## src/rtl/cdseq_pkg.sv

```systemverilog
package cdseq_pkg;

    localparam int TD_DEFAULT = 8;

    typedef enum logic [1:0] {
        ST_IDLE  = 2'd0,
        ST_ALIGN = 2'd1,
        ST_RUN   = 2'd2
    } seq_state_t;

    // One bit per trigger candidate; ocp_sw sits in the LSB and is masked off.
    typedef struct packed {
        logic ocp_hw;
        logic vf_hw;
        logic vf_sw;
        logic extract;
        logic sw_off;
        logic host_cmd;
        logic supply;
        logic chip_rst;
        logic ocp_sw;
    } trig_vec_t;

    localparam logic [8:0] TRIG_ENABLE = 9'h1FE;

    typedef struct packed {
        logic rst_low;
        logic clk_stop;
        logic io_off;
        logic vsel_zero;
    } step_vec_t;

    function automatic int unsigned step_cycle(input int unsigned td,
                                               input int unsigned units);
        return td * units;
    endfunction

    function automatic logic trig_any(input trig_vec_t v);
        return |(v & TRIG_ENABLE);
    endfunction

endpackage

```

## src/rtl/cdseq_trigger.sv

```systemverilog
module cdseq_trigger
    import cdseq_pkg::*;
#(
    parameter int SYNC_STAGES = 2
) (
    input  logic      clk,
    input  logic      rst,
    input  logic      ocp_hw_i,
    input  logic      ocp_sw_i,
    input  logic      vf_hw_i,
    input  logic      vf_sw_i,
    input  logic      detect_en_i,
    input  logic      card_present_i,
    input  logic      sw_off_i,
    input  logic      host_cmd_i,
    input  logic      supply_fail_i,
    input  logic      supply_mon_en_i,
    input  logic      chip_rstn_i,
    output trig_vec_t src_o,
    output logic      any_o
);

    logic [SYNC_STAGES-1:0] sync_q;
    logic                   host_prev_q;
    logic                   host_sync;
    logic                   extract_lvl;
    logic                   extract_prev_q;
    logic                   supply_lvl;
    logic                   supply_prev_q;
    logic                   chip_prev_q;

    generate
        if (SYNC_STAGES == 1) begin : g_sync_one
            always_ff @(posedge clk) begin
                if (rst) sync_q <= '0;
                else     sync_q <= host_cmd_i;
            end
        end else begin : g_sync_chain
            always_ff @(posedge clk) begin
                if (rst) sync_q <= '0;
                else     sync_q <= {sync_q[SYNC_STAGES-2:0], host_cmd_i};
            end
        end
    endgenerate

    assign host_sync   = sync_q[SYNC_STAGES-1];
    assign extract_lvl = detect_en_i & ~card_present_i;
    assign supply_lvl  = supply_mon_en_i & supply_fail_i;

    always_ff @(posedge clk) begin
        if (rst) begin
            host_prev_q    <= 1'b0;
            extract_prev_q <= 1'b0;
            supply_prev_q  <= 1'b0;
            chip_prev_q    <= 1'b1;
        end else begin
            host_prev_q    <= host_sync;
            extract_prev_q <= extract_lvl;
            supply_prev_q  <= supply_lvl;
            chip_prev_q    <= chip_rstn_i;
        end
    end

    always_comb begin
        src_o          = '0;
        src_o.ocp_hw   = ocp_hw_i;
        src_o.vf_hw    = vf_hw_i;
        src_o.vf_sw    = vf_sw_i;
        src_o.extract  = extract_lvl & ~extract_prev_q;
        src_o.sw_off   = sw_off_i;
        src_o.host_cmd = host_sync & ~host_prev_q;
        src_o.supply   = supply_lvl & ~supply_prev_q;
        src_o.chip_rst = chip_prev_q & ~chip_rstn_i;
        src_o.ocp_sw   = ocp_sw_i;
    end

    assign any_o = trig_any(src_o);


    host_edge_chk: assert property (@(posedge clk) disable iff (rst)
        src_o.host_cmd |=> !src_o.host_cmd);


    ocp_sw_ignored_chk: assert property (@(posedge clk) disable iff (rst)
        (src_o == trig_vec_t'(9'h001)) |-> !any_o);

endmodule

```

## src/rtl/cdseq_timebase.sv

```systemverilog
module cdseq_timebase #(
    parameter int TD_CYCLES = 8
) (
    input  logic clk,
    input  logic rst,
    output logic half_tick_o
);

    localparam int PSW  = (TD_CYCLES > 2) ? $clog2(TD_CYCLES) : 1;
    localparam int HALF = TD_CYCLES / 2;

    logic [PSW-1:0] phase_q;

    always_ff @(posedge clk) begin
        if (rst)                                 phase_q <= '0;
        else if (phase_q == PSW'(TD_CYCLES - 1)) phase_q <= '0;
        else                                     phase_q <= phase_q + 1'b1;
    end

    assign half_tick_o = (phase_q == '0) || (phase_q == PSW'(HALF));


    half_spacing_chk: assert property (@(posedge clk) disable iff (rst)
        half_tick_o |=> !half_tick_o);

endmodule

```

## src/rtl/cdseq_fsm.sv

```systemverilog
module cdseq_fsm
    import cdseq_pkg::*;
#(
    parameter int TD_CYCLES = 8,
    parameter int CLK_UNITS = 5,
    parameter int IO_UNITS  = 6,
    parameter int OFF_UNITS = 7
) (
    input  logic      clk,
    input  logic      rst,
    input  logic      trig_i,
    input  logic      half_tick_i,
    output logic      busy_o,
    output step_vec_t step_o,
    output logic      done_o
);

    localparam int CLK_AT_I = int'(step_cycle(TD_CYCLES, CLK_UNITS));
    localparam int IO_AT_I  = int'(step_cycle(TD_CYCLES, IO_UNITS));
    localparam int OFF_AT_I = int'(step_cycle(TD_CYCLES, OFF_UNITS));
    localparam int CW       = $clog2(OFF_AT_I + 1);
    localparam logic [CW-1:0] CLK_AT = CW'(CLK_AT_I);
    localparam logic [CW-1:0] IO_AT  = CW'(IO_AT_I);
    localparam logic [CW-1:0] OFF_AT = CW'(OFF_AT_I);

    seq_state_t    state_q;
    logic [CW-1:0] cnt_q;
    logic          at_off;

    assign at_off = (state_q == ST_RUN) && (cnt_q == OFF_AT);

    always_ff @(posedge clk) begin
        if (rst) begin
            state_q <= ST_IDLE;
            cnt_q   <= '0;
        end else begin
            case (state_q)
                ST_IDLE: begin
                    cnt_q <= '0;
                    if (trig_i) state_q <= ST_ALIGN;
                end
                ST_ALIGN: begin
                    if (half_tick_i) begin
                        state_q <= ST_RUN;
                        cnt_q   <= CW'(1);
                    end
                end
                ST_RUN: begin
                    if (at_off) begin
                        state_q <= ST_IDLE;
                        cnt_q   <= '0;
                    end else begin
                        cnt_q <= cnt_q + 1'b1;
                    end
                end
                default: begin
                    state_q <= ST_IDLE;
                    cnt_q   <= '0;
                end
            endcase
        end
    end

    always_comb begin
        step_o           = '0;
        step_o.rst_low   = (state_q == ST_ALIGN) && half_tick_i;
        step_o.clk_stop  = (state_q == ST_RUN) && (cnt_q == CLK_AT);
        step_o.io_off    = (state_q == ST_RUN) && (cnt_q == IO_AT);
        step_o.vsel_zero = at_off;
    end

    assign busy_o = (state_q != ST_IDLE);
    assign done_o = at_off;


    no_abort_chk: assert property (@(posedge clk) disable iff (rst)
        (busy_o && !done_o) |=> busy_o);


    strobe_excl_chk: assert property (@(posedge clk) disable iff (rst)
        $onehot0(step_o));

endmodule

```

## src/rtl/card_deact_seq.sv

```systemverilog
module card_deact_seq
    import cdseq_pkg::*;
#(
    parameter int TD_CYCLES   = TD_DEFAULT,
    parameter int SYNC_STAGES = 2
) (
    input  logic clk,
    input  logic rst,
    input  logic ocp_hw_i,
    input  logic ocp_sw_i,
    input  logic vf_hw_i,
    input  logic vf_sw_i,
    input  logic detect_en_i,
    input  logic card_present_i,
    input  logic sw_off_i,
    input  logic host_cmd_i,
    input  logic supply_fail_i,
    input  logic supply_mon_en_i,
    input  logic chip_rstn_i,
    output logic busy_o,
    output logic rst_low_o,
    output logic clk_stop_o,
    output logic io_off_o,
    output logic vsel_zero_o,
    output logic done_o
);

    trig_vec_t src;
    logic      trig_any_w;
    logic      half_tick;
    step_vec_t step;

    cdseq_trigger #(.SYNC_STAGES(SYNC_STAGES)) u_trig (
        .clk             (clk),
        .rst             (rst),
        .ocp_hw_i        (ocp_hw_i),
        .ocp_sw_i        (ocp_sw_i),
        .vf_hw_i         (vf_hw_i),
        .vf_sw_i         (vf_sw_i),
        .detect_en_i     (detect_en_i),
        .card_present_i  (card_present_i),
        .sw_off_i        (sw_off_i),
        .host_cmd_i      (host_cmd_i),
        .supply_fail_i   (supply_fail_i),
        .supply_mon_en_i (supply_mon_en_i),
        .chip_rstn_i     (chip_rstn_i),
        .src_o           (src),
        .any_o           (trig_any_w)
    );

    cdseq_timebase #(.TD_CYCLES(TD_CYCLES)) u_tb (
        .clk         (clk),
        .rst         (rst),
        .half_tick_o (half_tick)
    );

    cdseq_fsm #(.TD_CYCLES(TD_CYCLES)) u_fsm (
        .clk         (clk),
        .rst         (rst),
        .trig_i      (trig_any_w),
        .half_tick_i (half_tick),
        .busy_o      (busy_o),
        .step_o      (step),
        .done_o      (done_o)
    );

    assign rst_low_o   = step.rst_low;
    assign clk_stop_o  = step.clk_stop;
    assign io_off_o    = step.io_off;
    assign vsel_zero_o = step.vsel_zero;


    start_cause_chk: assert property (@(posedge clk) disable iff (rst)
        $rose(busy_o) |-> $past(trig_any_w));


    idle_after_done_chk: assert property (@(posedge clk) disable iff (rst)
        done_o |=> !busy_o);


    t0_on_grid_chk: assert property (@(posedge clk) disable iff (rst)
        rst_low_o |-> half_tick);


    t0_single_chk: assert property (@(posedge clk) disable iff (rst)
        rst_low_o |=> (busy_o && !rst_low_o));

endmodule

```

## config.mk

```make
export PLATFORM = sky130hd
export DESIGN_NAME = card_deact_seq
export DESIGN_NICKNAME = d
export VERILOG_FILES = /design/src/rtl/cdseq_pkg.sv /design/src/rtl/cdseq_trigger.sv /design/src/rtl/cdseq_timebase.sv /design/src/rtl/cdseq_fsm.sv /design/src/rtl/card_deact_seq.sv
export SDC_FILE = /design/constraint.sdc
export NUM_CORES = 1
export LEC_CHECK = 0
export BUFFER_PORTS_ARGS = -buffer_cell sky130_fd_sc_hd__buf_2
export CORE_UTILIZATION = 45
export DETAILED_ROUTE_END_ITERATION = 8
export PLACE_DENSITY = 0.7
export SKIP_LAST_GASP = 1
export SLEW_MARGIN = 25
export SYNTH_ARGS = -nofsm -noshare
export SYNTH_HDL_FRONTEND = slang
export SYNTH_SLANG_ARGS = --single-unit
```

## constraint.sdc

```tcl
create_clock -name clk -period 4.2 [get_ports clk]
set_input_delay 0.42 -clock clk [delete_from_list [all_inputs] [get_ports clk]]
set_output_delay 0.42 -clock clk [all_outputs]
set_load 0.05 [all_outputs]
```

* Word-level counts from Yosys, hierarchy flattened
Cells that the tools add are included.
** Word-level totals
- Register bits after elaboration :: 17
- Latch bits :: 0
- Memory bits (writable) :: 0
- Memory bits (read-only) :: 0
- Bits of input ports :: 13
- Memories kept :: 0
** Operators by class
- Add/sub/neg operators :: 2
- Multiply operators :: 0
- Divide/modulo/power cells :: 0
- $lt $le $gt $ge :: 0
- Eq/ne operators :: 10
- Shifts and indexed selects :: 0
- Muxes and demuxes :: 7
- Bitwise gates (word level) :: 11
- Reductions and logical operators :: 11
** Operators with widths (number)
- $eq 6x6->1 const B :: 3
- $mux 6 :: 2
- $pmux 6 s2 :: 1
- $reduce_or 8->1 :: 1
- $add 6x1->6 const B :: 1
- $and 1x1->1 :: 6
- $eq 3x3->1 const B :: 2
- $mux 2 :: 3
- $pmux 2 s3 :: 1
- $not 1->1 :: 5
- $logic_and 1x1->1 :: 4
- $ne 2x2->1 const B :: 2
- $add 3x1->3 const B :: 1
- $logic_not 3->1 :: 1
- $reduce_and 3->1 :: 1
- $eq 2x1->1 const B :: 1
- $eq 2x2->1 const B :: 1
- $logic_not 2->1 :: 1
- $ne 2x1->1 const B :: 1
- $reduce_bool 2->1 :: 1
- $reduce_or 2->1 :: 1
- $logic_or 1x1->1 :: 1

* Logic depth before layout (Yosys ltp)
- Depth in word-level cells :: 6
- Depth in mapped cells :: 6
- Mapped depth without buffers :: 6

* Modules after synthesis
Synthesis repeated with hierarchy kept, for this count alone.
** Unflattened totals
- Cells, all modules :: 99
- Area total of the unflattened synthesis :: 935.9 µm²
** By module, submodules not included
- cdseq_fsm :: instances 1, cells an instance 63, area each 556.8 µm²
- cdseq_trigger :: instances 1, cells an instance 25, area each 254.0 µm²
- cdseq_timebase :: instances 1, cells an instance 11, area each 125.1 µm²

* Worst setup path after synthesis
OpenSTA, ideal clock, no wires.
- Path kind :: register -> output
- Start :: register u_fsm.state_q[0]
- End :: output port vsel_zero_o
- Data arrival time :: 2.202 ns
- Path slack :: 1.578 ns
- Cell stages (with the launch flop) :: 6
- Path buffers :: 1
- Cell sequence :: dfxtp_1 -> inv_1 -> ha_1 -> nand4_1 -> nor3_1 -> buf_4
** Between the ends
- Word-level cells in the longest chain between the ends :: 2
** Ends and longest elaborated chain
- start: declaration :: line cdseq_fsm.sv:26 : seq_state_t state_q;
- start signal: assignment :: line cdseq_fsm.sv:34 : state_q <= ST_IDLE;
- start signal: assignment :: line cdseq_fsm.sv:40 : if (trig_i) state_q <= ST_ALIGN;
- start signal: assignment :: line cdseq_fsm.sv:44 : state_q <= ST_RUN;
- $eq 2x2->1 :: line cdseq_fsm.sv:30 : assign at_off = (state_q == ST_RUN) && (cnt_q == OFF_AT);
- $logic_and 1x1->1 :: line cdseq_fsm.sv:30
- end: declaration :: line card_deact_seq.sv:24 : output logic vsel_zero_o,
No other way between the ends.

* Final worst setup path
- Start :: register u_fsm.state_q[0]
- End :: output port done_o
** Between the ends
- Word-level cells in the longest chain between the ends :: 2
** Ends and longest elaborated chain
- $eq 2x2->1 :: line cdseq_fsm.sv:30
- $logic_and 1x1->1 :: line cdseq_fsm.sv:30
- end: declaration :: line card_deact_seq.sv:25 : output logic done_o
No other way between the ends.

==> summary.md <==
| Metric | Value |
|---|---|
| Share of the synthesized area in the top cell type | `38.6%` |
| Via density | `5.32` |
| Reg2reg path depth | `6` |
| Dpl hpwl | `1230 um` |
| Clk pin slew, worst setup/hold paths | `100 ps` |
| Final setup viols | `0` |
| Routed Antenna Nets | `0` |
| Total Wirelength | `1570 um` |
| Final Hold Fails | `0` |
| Synth top cells by count | `dfxtp_1, inv_1, ha_1` |
| Drt pass-1 iters | `4` |
| Maximum VDD drop | `285 uV` |
| Dpl ws | `2390 ps` |
| N_diodes | `0` |
| First-pass GRT wire length | `2460 um` |
| Setup ws final | `2180 ps` |
| Post-Syn Area | `882 um^2` |
| Gr usage total | `16.6%` |
| Crit path capture type | `output pin` |
| Ys flop type | `dfxtp_1` |
| CTS HTree Levels | `1` |
| Hold path cells | `2` |
| Seq/Total Area, Yosys | `38.6%` |
| Num ports | `19` |
| Placer Congestion | `0.860` |
| Top cells by area in the synthesized netlist | `dfxtp_1, ha_1, inv_1, nor3b_1, a21oi_1` |
| CP required | `3780 ps` |
| Initial core utilization | `49.5%` |
| Cell depth of the worst setup path | `5` |
| Switch share | `37.9%` |
| Clock Path Buffers | `2` |
| Initial antenna violation count | `0` |
| Vias | `745` |
| CP max stage delay | `350 ps` |
| Clock power share | `19.7%` |
| Insertion delay to the later sink of the worst-skew pair | `290 ps` |
| Slew Viols, Final | `0` |
| Setup Crit Path Kind | `reg2out` |
| Slowest cell on crit path | `dfxtp_1` |
| FF+latch count, synth | `17` |
| Worst slew margin | `77.6%` |
| Area Overhead vs Synth | `13.6%` |
| Post-Syn Nets | `119` |
| Internal cell power | `0.277 mW` |
| # Post-CTS Setup Buffers | `0` |
| Status | `complete, no violations` |
| Hold Slack | `296 ps` |
| Post-Synthesis Cells | `98` |
| Worst-Margin Slew | `336 ps` |
| Skew final | `2.43 ps` |
| CTS buffer count | `3` |
| Largest net degree at the start of global routing | `22` |
| Drt drc | `0` |
| Syn avg cell area | `9.00 um^2` |
| RSZ-0062 raised after global routing | `false` |
| Most area-hungry cell type in the Yosys netlist | `dfxtp_1` |
| Die width | `46.3 um` |
| Ys Warns | `0` |
| Clock tree from TritonCTS | `built` |
| Total gr overflow | `0` |
| Synth async-reset ratio | `0%` |
| Share of post-route cells with drive strength above 1 | `20.9%` |
| Hold Buf Count CTS | `0` |
| Drt wl/cell | `11.2 um` |
| Core area | `1780 um^2` |
| Drt first-iter violations | `22` |
| Seq pwr share | `41.9%` |
| Final Cycle Share | `48.1%` |
| Reg2Reg Setup Slack | `2390 ps` |
| Max Cap Viol | `0` |
| Static leakage | `0.425 nW` |
| Crit-path leading delay family | `buffers and inverters` |
| Arrival time at the worst endpoint | `1600 ps` |
| Post-DP Area | `976 um^2` |
| Comb pwr share | `38.4%` |
| Hold Path Class | `in2reg` |
| Fin crit period | `2020 ps` |
| Number of buffers inserted by port buffering | `17` |
| Die height | `46.3 um` |
| Die area | `2140 um^2` |
| Post-cts resize count | `0` |
| Fmax | `495 MHz` |
| Crit-path cells | `inv_1, ha_1, nand4_1, nor3_1, buf_2` |
| Core Rows | `15` |
| Most frequent cell after synthesis | `dfxtp_1` |
| Final #Nets | `137` |
| Synth unique cells | `33` |
| Post-route cell area | `1000 um^2` |
| Setup_tns | `0 ps` |
| Max FO, Critical Path | `6` |
| Post-synth EDFFs | `0` |
| Critical Path Start Type | `register` |
| Cell Pwr Density | `445 nW/um^2` |
| Buf/Inv on CP | `2` |
| Clk sinks | `17` |
| Root buffer cell | `clkbuf_4` |
| Number of global-route vias before repair | `617` |
| Psw | `0.169 mW` |
[power groups by stage]
stage	Clock, mW	Sequential, mW	Combinational [mW]
final	0.0878	0.187	0.171
after global routing	0.0966	0.189	0.192
after CTS	0.0920	0.188	0.173
after detailed placement	0	0.192	0.171
after global placement	0	0.190	0.169
after floorplan	0	0.188	0.138
[placed cells by master (no fill, tap or decap), drive strengths merged, types with 2 or more instances in the layout]
| cell type | count |
|---|---|
| o31ai | 2 |
| or2b | 2 |
| clkbuf | 4 |
| nand3 | 4 |
| or4 | 3 |
| nand2b | 3 |
| nand2 | 5 |
| nor3 | 3 |
| mux2i | 2 |
| nor3b | 3 |
| o21ai | 3 |
| nand4 | 2 |
| a21oi | 4 |
| nor2b | 3 |
| nor2 | 5 |
| dfxtp | 17 |
| inv | 11 |
| buf | 17 |
| ha | 8 |
| nand4b | 2 |
| o2111ai | 2 |
[metal layers]
layer	GRT usage, %	up-vias	share of wire [%]
li1	-	378	-
met1	18.4	333	45
met2	27.9	28	48
met3	6.27	6	5.3
met4	7.65	0	1.8
met5	0	-	0
[per-stage QoR]
stage / util, % / cells / power [mW]
floorplan: - / 98 / 0.326
global placement: 54.7 / 136 / 0.359
detailed placement: 54.7 / 136 / 0.363
CTS: 56.2 / 140 / 0.452
global route: 56.2 / 140 / 0.478
finish: 56.2 / 140 / 0.446
[worst register-to-register path, cell delays in order (launching register included)]
cell	delay (ps)
dfxtp_1	360
inv_1	70
ha_1	210
or2b_1	280
o2111ai_1	210
or4_1	520
o31ai_1	80
[cell families (layout without fill, tap and decap cells)]
| kind of cell | count (synthesis) | count (layout) | synth area share, % |
|---|---|---|---|
| and+or+nand+nor | 39 | 39 | 26.2 |
| DFF | 17 | 17 | 38.6 |
| AOI/OAI and AO/OA | 16 | 16 | 13.3 |
| buffers and inverters | 15 | 32 | 7.23 |
| adders and majority gates | 8 | 8 | 11.3 |
| muxes | 2 | 2 | 2.27 |
| xor gates and xnor gates | 1 | 1 | 0.993 |
[sequential cells by signal, indices dropped and copies added, names as in the netlist]
signal,cells
u_fsm.cnt_q,6
u_fsm.state_q,2
u_tb.phase_q,3
u_trig.chip_prev_q,1
u_trig.extract_prev_q,1
u_trig.host_prev_q,1
u_trig.supply_prev_q,1
u_trig.sync_q,2
[layout make-up]
cell class | instances | area [um^2]
flip-flops and latches | 17 | 340
inverters | 11 | 41.3
well taps | 25 | 31.3
fillers | 171 | 781
repair buffers | 17 | 85.1
multi-input cells | 66 | 478
clock buffers | 4 | 26.3
[final timing paths]
check	from	end
worst min register to register	u_trig.sync_q[1]	u_trig.host_prev_q
worst max register to register	u_fsm.state_q[1]	u_fsm.cnt_q[4]
worst min-delay path	card_present_i	u_trig.extract_prev_q
worst max-delay path	u_fsm.state_q[0]	done_o
Note: power is estimated with default switching activity, not from simulation.
